[src/rtl/tmr8_pkg.sv]
package tmr8_pkg;

    typedef enum logic [2:0] {
        CS_STOP     = 3'd0,
        CS_CLK      = 3'd1,
        CS_DIV8     = 3'd2,
        CS_DIV64    = 3'd3,
        CS_DIV256   = 3'd4,
        CS_DIV1024  = 3'd5,
        CS_EXT_FALL = 3'd6,
        CS_EXT_RISE = 3'd7
    } csel_e;

    typedef enum logic [1:0] {
        OM_NONE   = 2'd0,
        OM_TOGGLE = 2'd1,
        OM_CLEAR  = 2'd2,
        OM_SET    = 2'd3
    } omode_e;

    localparam int CTL_W      = 7;
    localparam int CTL_CS_LSB = 0;
    localparam int CTL_OM_LSB = 3;
    localparam int CTL_FORCE  = 5;
    localparam int CTL_IE     = 6;
    localparam int NUM_TAPS   = 4;

endpackage

[src/rtl/tmr8_prescaler.sv]
module tmr8_prescaler #(
    parameter int PRE_W = 10
) (
    input  logic                          clk,
    input  logic                          rst_n,
    output logic [tmr8_pkg::NUM_TAPS-1:0] taps
);
    localparam int TAP_BITS [tmr8_pkg::NUM_TAPS] = '{3, 6, 8, 10};

    logic [PRE_W-1:0] pre_q;

    always_ff @(posedge clk or negedge rst_n) begin
        if (!rst_n) pre_q <= '0;
        else        pre_q <= pre_q + 1'b1;
    end

    for (genvar g = 0; g < tmr8_pkg::NUM_TAPS; g++) begin : g_tap
        assign taps[g] = &pre_q[TAP_BITS[g]-1:0];
    end

    // A slower tap may only fire together with every faster tap.
    AST_TAP_NEST: assert property (@(posedge clk) disable iff (!rst_n)
        taps[3] |-> (taps[2] && taps[1] && taps[0]));

endmodule

[src/rtl/tmr8_ext_edge.sv]
module tmr8_ext_edge #(
    parameter int SYNC_STAGES = 2
) (
    input  logic clk,
    input  logic rst_n,
    input  logic pin,
    output logic rise,
    output logic fall
);
    typedef enum logic {EXT_LOW = 1'b0, EXT_HIGH = 1'b1} ext_state_e;

    logic [SYNC_STAGES-1:0] sync_q;
    logic                   synced;
    ext_state_e             state_q, state_d;

    always_ff @(posedge clk or negedge rst_n) begin
        if (!rst_n) sync_q <= '0;
        else        sync_q <= {sync_q[SYNC_STAGES-2:0], pin};
    end

    assign synced = sync_q[SYNC_STAGES-1];

    always_ff @(posedge clk or negedge rst_n) begin
        if (!rst_n) state_q <= EXT_LOW;
        else        state_q <= state_d;
    end

    always_comb begin
        state_d = state_q;
        unique case (state_q)
            EXT_LOW:  if (synced)  state_d = EXT_HIGH;
            EXT_HIGH: if (!synced) state_d = EXT_LOW;
        endcase
    end

    always_comb begin
        rise = 1'b0;
        fall = 1'b0;
        unique case (state_q)
            EXT_LOW:  rise = synced;
            EXT_HIGH: fall = !synced;
        endcase
    end

    AST_EDGE_PULSE: assert property (@(posedge clk) disable iff (!rst_n)
        rise |=> !rise);
    AST_FALL_PULSE: assert property (@(posedge clk) disable iff (!rst_n)
        fall |=> !fall);

endmodule

[src/rtl/tmr8_ovf_timer.sv]
module tmr8_ovf_timer #(
    parameter int CNT_W       = 8,
    parameter int PRE_W       = 10,
    parameter int SYNC_STAGES = 2
) (
    input  logic                       clk,
    input  logic                       rst_n,
    input  logic                       cnt_wr,
    input  logic [CNT_W-1:0]           cnt_wdata,
    output logic [CNT_W-1:0]           cnt_q,
    input  logic                       ctl_wr,
    input  logic [tmr8_pkg::CTL_W-1:0] ctl_wdata,
    output logic [tmr8_pkg::CTL_W-1:0] ctl_q,
    input  logic                       flag_wr,
    input  logic                       flag_wdata,
    input  logic                       irq_ack,
    input  logic                       ext_pin,
    output logic                       flag_q,
    output logic                       irq,
    output logic                       ovf_pin
);
    import tmr8_pkg::*;

    logic [NUM_TAPS-1:0] taps;
    logic                ext_rise, ext_fall;
    csel_e               csel_q;
    omode_e              omode_q;
    logic                ie_q;
    logic                tick, wrap, force_hit;

    tmr8_prescaler #(.PRE_W(PRE_W)) u_pre (
        .clk   (clk),
        .rst_n (rst_n),
        .taps  (taps)
    );

    tmr8_ext_edge #(.SYNC_STAGES(SYNC_STAGES)) u_edge (
        .clk   (clk),
        .rst_n (rst_n),
        .pin   (ext_pin),
        .rise  (ext_rise),
        .fall  (ext_fall)
    );

    // Count source selection
    always_comb begin
        tick = 1'b0;
        unique case (csel_q)
            CS_STOP:     tick = 1'b0;
            CS_CLK:      tick = 1'b1;
            CS_DIV8:     tick = taps[0];
            CS_DIV64:    tick = taps[1];
            CS_DIV256:   tick = taps[2];
            CS_DIV1024:  tick = taps[3];
            CS_EXT_FALL: tick = ext_fall;
            CS_EXT_RISE: tick = ext_rise;
        endcase
    end

    assign wrap      = tick && !cnt_wr && (cnt_q == {CNT_W{1'b1}});
    assign force_hit = ctl_wr && ctl_wdata[CTL_FORCE];

    always_ff @(posedge clk or negedge rst_n) begin
        if (!rst_n)      cnt_q <= '0;
        else if (cnt_wr) cnt_q <= cnt_wdata;
        else if (tick)   cnt_q <= cnt_q + 1'b1;
    end

    always_ff @(posedge clk or negedge rst_n) begin
        if (!rst_n) begin
            csel_q  <= CS_STOP;
            omode_q <= OM_NONE;
            ie_q    <= 1'b0;
        end else if (ctl_wr) begin
            csel_q  <= csel_e'(ctl_wdata[CTL_CS_LSB +: 3]);
            omode_q <= omode_e'(ctl_wdata[CTL_OM_LSB +: 2]);
            ie_q    <= ctl_wdata[CTL_IE];
        end
    end

    always_ff @(posedge clk or negedge rst_n) begin
        if (!rst_n)                                 flag_q <= 1'b0;
        else if (wrap)                              flag_q <= 1'b1;
        else if (irq_ack || (flag_wr && flag_wdata)) flag_q <= 1'b0;
    end

    always_ff @(posedge clk or negedge rst_n) begin
        if (!rst_n) begin
            ovf_pin <= 1'b0;
        end else if (wrap || force_hit) begin
            unique case (omode_q)
                OM_NONE:   ovf_pin <= ovf_pin;
                OM_TOGGLE: ovf_pin <= !ovf_pin;
                OM_CLEAR:  ovf_pin <= 1'b0;
                OM_SET:    ovf_pin <= 1'b1;
            endcase
        end
    end

    assign irq   = flag_q && ie_q;
    assign ctl_q = {ie_q, 1'b0, omode_q, csel_q};

    AST_WRITE_LOADS: assert property (@(posedge clk) disable iff (!rst_n)
        cnt_wr |=> (cnt_q == $past(cnt_wdata)));
    AST_STOP_HOLDS: assert property (@(posedge clk) disable iff (!rst_n)
        (csel_q == CS_STOP && !cnt_wr) |=> $stable(cnt_q));
    AST_COUNT_STEP: assert property (@(posedge clk) disable iff (!rst_n)
        (tick && !cnt_wr) |=> (cnt_q == CNT_W'($past(cnt_q) + 1'b1)));
    AST_WRAP_FLAG: assert property (@(posedge clk) disable iff (!rst_n)
        (tick && !cnt_wr && cnt_q == {CNT_W{1'b1}}) |=> flag_q);
    AST_ACK_CLEARS: assert property (@(posedge clk) disable iff (!rst_n)
        (irq_ack && !(tick && !cnt_wr && cnt_q == {CNT_W{1'b1}})) |=> !flag_q);
    AST_PIN_QUIET: assert property (@(posedge clk) disable iff (!rst_n)
        (!wrap && !force_hit) |=> $stable(ovf_pin));
    AST_FORCE_KEEPS: assert property (@(posedge clk) disable iff (!rst_n)
        (force_hit && !cnt_wr && !tick) |=> $stable(cnt_q));

endmodule

[config.mk]
export PLATFORM = sky130hd
export DESIGN_NAME = tmr8_ovf_timer
export DESIGN_NICKNAME = d
export VERILOG_FILES = /design/src/rtl/tmr8_pkg.sv /design/src/rtl/tmr8_prescaler.sv /design/src/rtl/tmr8_ext_edge.sv /design/src/rtl/tmr8_ovf_timer.sv
export SDC_FILE = /design/constraint.sdc
export NUM_CORES = 1
export LEC_CHECK = 0
export CAP_MARGIN = 10
export CORE_ASPECT_RATIO = 0.6
export CORE_UTILIZATION = 44
export CTS_BUF_LIST = sky130_fd_sc_hd__clkbuf_4
export CTS_CLUSTER_SIZE = 12
export DETAILED_ROUTE_END_ITERATION = 12
export PLACE_DENSITY = 0.81
export SYNTH_ARGS = -nofsm -noshare
export SYNTH_HDL_FRONTEND = slang
export SYNTH_SLANG_ARGS = --single-unit
[constraint.sdc]
create_clock -name clk -period 2.13 [get_ports clk]
set_clock_uncertainty 0.2 [all_clocks]
set_input_delay 0.3195 -clock clk [delete_from_list [all_inputs] [get_ports clk]]
set_output_delay 0.3195 -clock clk [all_outputs]
set_load 0.02 [all_outputs]
==> flow_summary.toml <==
[drt]
num_vias = 1376
drt-wirelength-per-cell_um = 17.2
wirelength_um = 4120
firstDrtPassIters = 4
drc_errors = 0
drt_iter0_markers = 136
ant_nets = 0
avgViaCountPerCell = 5.76

[status]
status = "complete, but fails checks"
violations = "setup timing"

[global_routing]
grt_pass1_vias = 1357
grt_start_max_net_pins = 30
grt_pass1_wl_um = 6470
antenna_found_initial = 0
globalRoute.totalOverflow = 0
track_usage = 0.252

[worst_setup_path]
path_cells = "ha_4 -> nand4_1 -> or2_4 -> a41o_4 -> o31a_2 -> o31a_1"
crit_path_end_kind = "flop"
critPathArrivalTime_ns = 2.17
path_class = "reg2reg"
path_max_fanout = 7
slowest_stage = "dfrtp_1"
max_stage_delay_ns = 0.41
critPathLaunchType = "flop"
worstPathRequired_ns = 2.15

[floorplan]
die_w_um = 76.2
dieArea_um2 = 3550
die_h_um = 46.5
initial_core_util = 0.485
core_area_um2 = 3000
row_count = 15
ios = 41

[finish]
syn2layout_area_growth_pct = 51.1
mostFrequentLayoutCells = "clkdlybuf4s50_1, dfrtp_1, buf_4"
diodes = 0
final_layout_size_suffix_gt1_frac = 0.254
final_common_cell = "clkdlybuf4s50_1"
n_fill_cell = 189
final_net_count = 222
fin_area_um2 = 2200

[clocking]
path_clk_slew_ns = 0.09
cts_max_path_buffers = 2
worstSkewPairLatency_ns = 0.33
cts_root_buffer = "clkbuf_4"
cts.sinks = 29
cts-buffers-inserted = 5
cts_tree = "done"
h-tree-depth = 2

[timing]
setup_viol = 1
drv_slew = 0
period_share = 1.01
hold_viol_final = 0
period_needed_ns = 2.15
fmax_mhz = 465
fin_ws_ns = -0.0209
rsz0062_at_grt = "yes"

[placement]
dp_hpwl_um = 2670
dpl_cell_area_um2 = 1970
port_buffers = 39
preCtsSetupSlack_ns = -0.101
gp_congestion = 0.818

[synth]
synth-async-reset-ratio = 1.00
synth_top_area_frac = 0.499
ys_seq_area_frac = 0.499
synth_area_um2 = 1460
synth-edff-count = 0
yosysWarningCount = 0
synthCells = 136
synthFlopType = "dfrtp_1"
synth_area_leaders = "dfrtp_1, mux2_2, o31a_1, xnor2_1, ha_1"
syn_nets = 162
synth.distinct_cells = 43
yosys.area.top_type = "dfrtp_1"
ys_ff_latch = 29
syn_avg_cell_area_um2 = 10.7

[power_and_ir_drop]
p_leak_nw = 0.919
ir_drop_v = 0.000399
finalPower_mw = 1.46
powerDensity_nw_per_um2 = 665

[worst_hold_path]
hold_path.class = "in2async"

[flow_run]
timing.max_cap.violations = 0
where the power goes:
group	leakage [nW]	internal, mW	total (mW)	switching, mW
clock	0.0368	0.169	0.348	0.179
sequential	0.347	0.593	0.650	0.0563
combinational	0.535	0.244	0.463	0.219
registers in the layout, summed over array words and instances, names as in the netlist:
name and flops:
csel_q 3, u_edge.state_q 1, u_edge.sync_q 2, u_pre.pre_q 10, cnt_q 8, ovf_pin 1
flag_q 1, ie_q 1, omode_q 2
through the flow:
step	setup TNS [ns]	std cells	hold slack [ns]	utilization
finish	-0.0209	239	0.167	0.732
global route	-0.287	239	0.170	0.732
CTS	0	238	0.163	0.699
detailed placement	-0.522	225	0.143	0.657
global placement	-0.0951	225	0.134	0.657
floorplan	0	136	-0.176	-
critical path: cells and delay by family, from the launching register on:
family                   cells  cell delay, ns
AND/OR/NAND/NOR              2            0.44
adder cells (fa/ha/maj)      1            0.17
flip-flops                   1            0.41
AO/OA/AOI/OAI                3            0.82
area by class of cell:
| class | instances | area (µm²) | share of cell area |
|---|---|---|---|
| tap | 42 | 52.6 | 0.0239 |
| clock buffer | 8 | 60.1 | 0.0273 |
| sequential | 29 | 727 | 0.331 |
| timing repair buffer | 61 | 559 | 0.254 |
| inverter | 6 | 22.5 | 0.0102 |
| multi-input combinational | 93 | 777 | 0.353 |
synthesized netlist by cell type, drive strengths merged (3+ instances only):
cell / instances
nand2: 10
o21ai: 5
nor2b: 4
nand3: 6
inv: 6
buf: 4
mux2: 5
nor4: 4
nor2: 4
xnor2: 5
xor2: 3
dfrtp: 29
nand2b: 5
clkbuf: 4
or4: 3
ha: 3
o31a: 6
routing by layer:
| layer | up-vias | wire [µm] | global-route usage |
|---|---|---|---|
| met5 | - | 0 | 0 |
| met4 | 0 | 113 | 0.150 |
| met3 | 16 | 319 | 0.0653 |
| met2 | 80 | 2030 | 0.420 |
| met1 | 659 | 1660 | 0.309 |
| li1 | 621 | - | - |
cell families (layout without fill, tap and decap cells):
| group | count (synthesis) | in the layout | synth area share |
|---|---|---|---|
| DFF | 29 | 29 | 0.499 |
| muxes | 5 | 5 | 0.0387 |
| and+or+nand+nor | 48 | 48 | 0.184 |
| other | 1 | 1 | 0.00258 |
| buffers and inverters | 14 | 75 | 0.0473 |
| adders and majority gates | 3 | 3 | 0.0258 |
| xor gates and xnor gates | 8 | 8 | 0.0482 |
| AOI/OAI and AO/OA | 28 | 28 | 0.155 |
final timing paths:
kind | start | end | cells after the start | slack (ns)
worst max-delay path | u_pre.pre_q[1] | cnt_q[3] | 6 | -0.02
max in group asynchronous | rst_n | csel_q[1] | 2 | 1.27
worst min register to register | u_edge.sync_q[0] | u_edge.sync_q[1] | 0 | 0.17
worst min-delay path | rst_n | u_pre.pre_q[0] | 2 | 0.17
min in group clk | u_edge.sync_q[0] | u_edge.sync_q[1] | 0 | 0.17
worst max register to register | u_pre.pre_q[1] | cnt_q[3] | 6 | -0.02
what timing repair did:
item / in CTS / in global routing
endpoints found under the hold margin: 0 / 0
buffers inserted: 5 / 2
resized for setup: 6 / 15
hold buffers: 0 / 0
setup endpoints to repair: 8 / 11
pin swaps: 4 / 8
No activity file was read; power rests on OpenSTA's default activity.
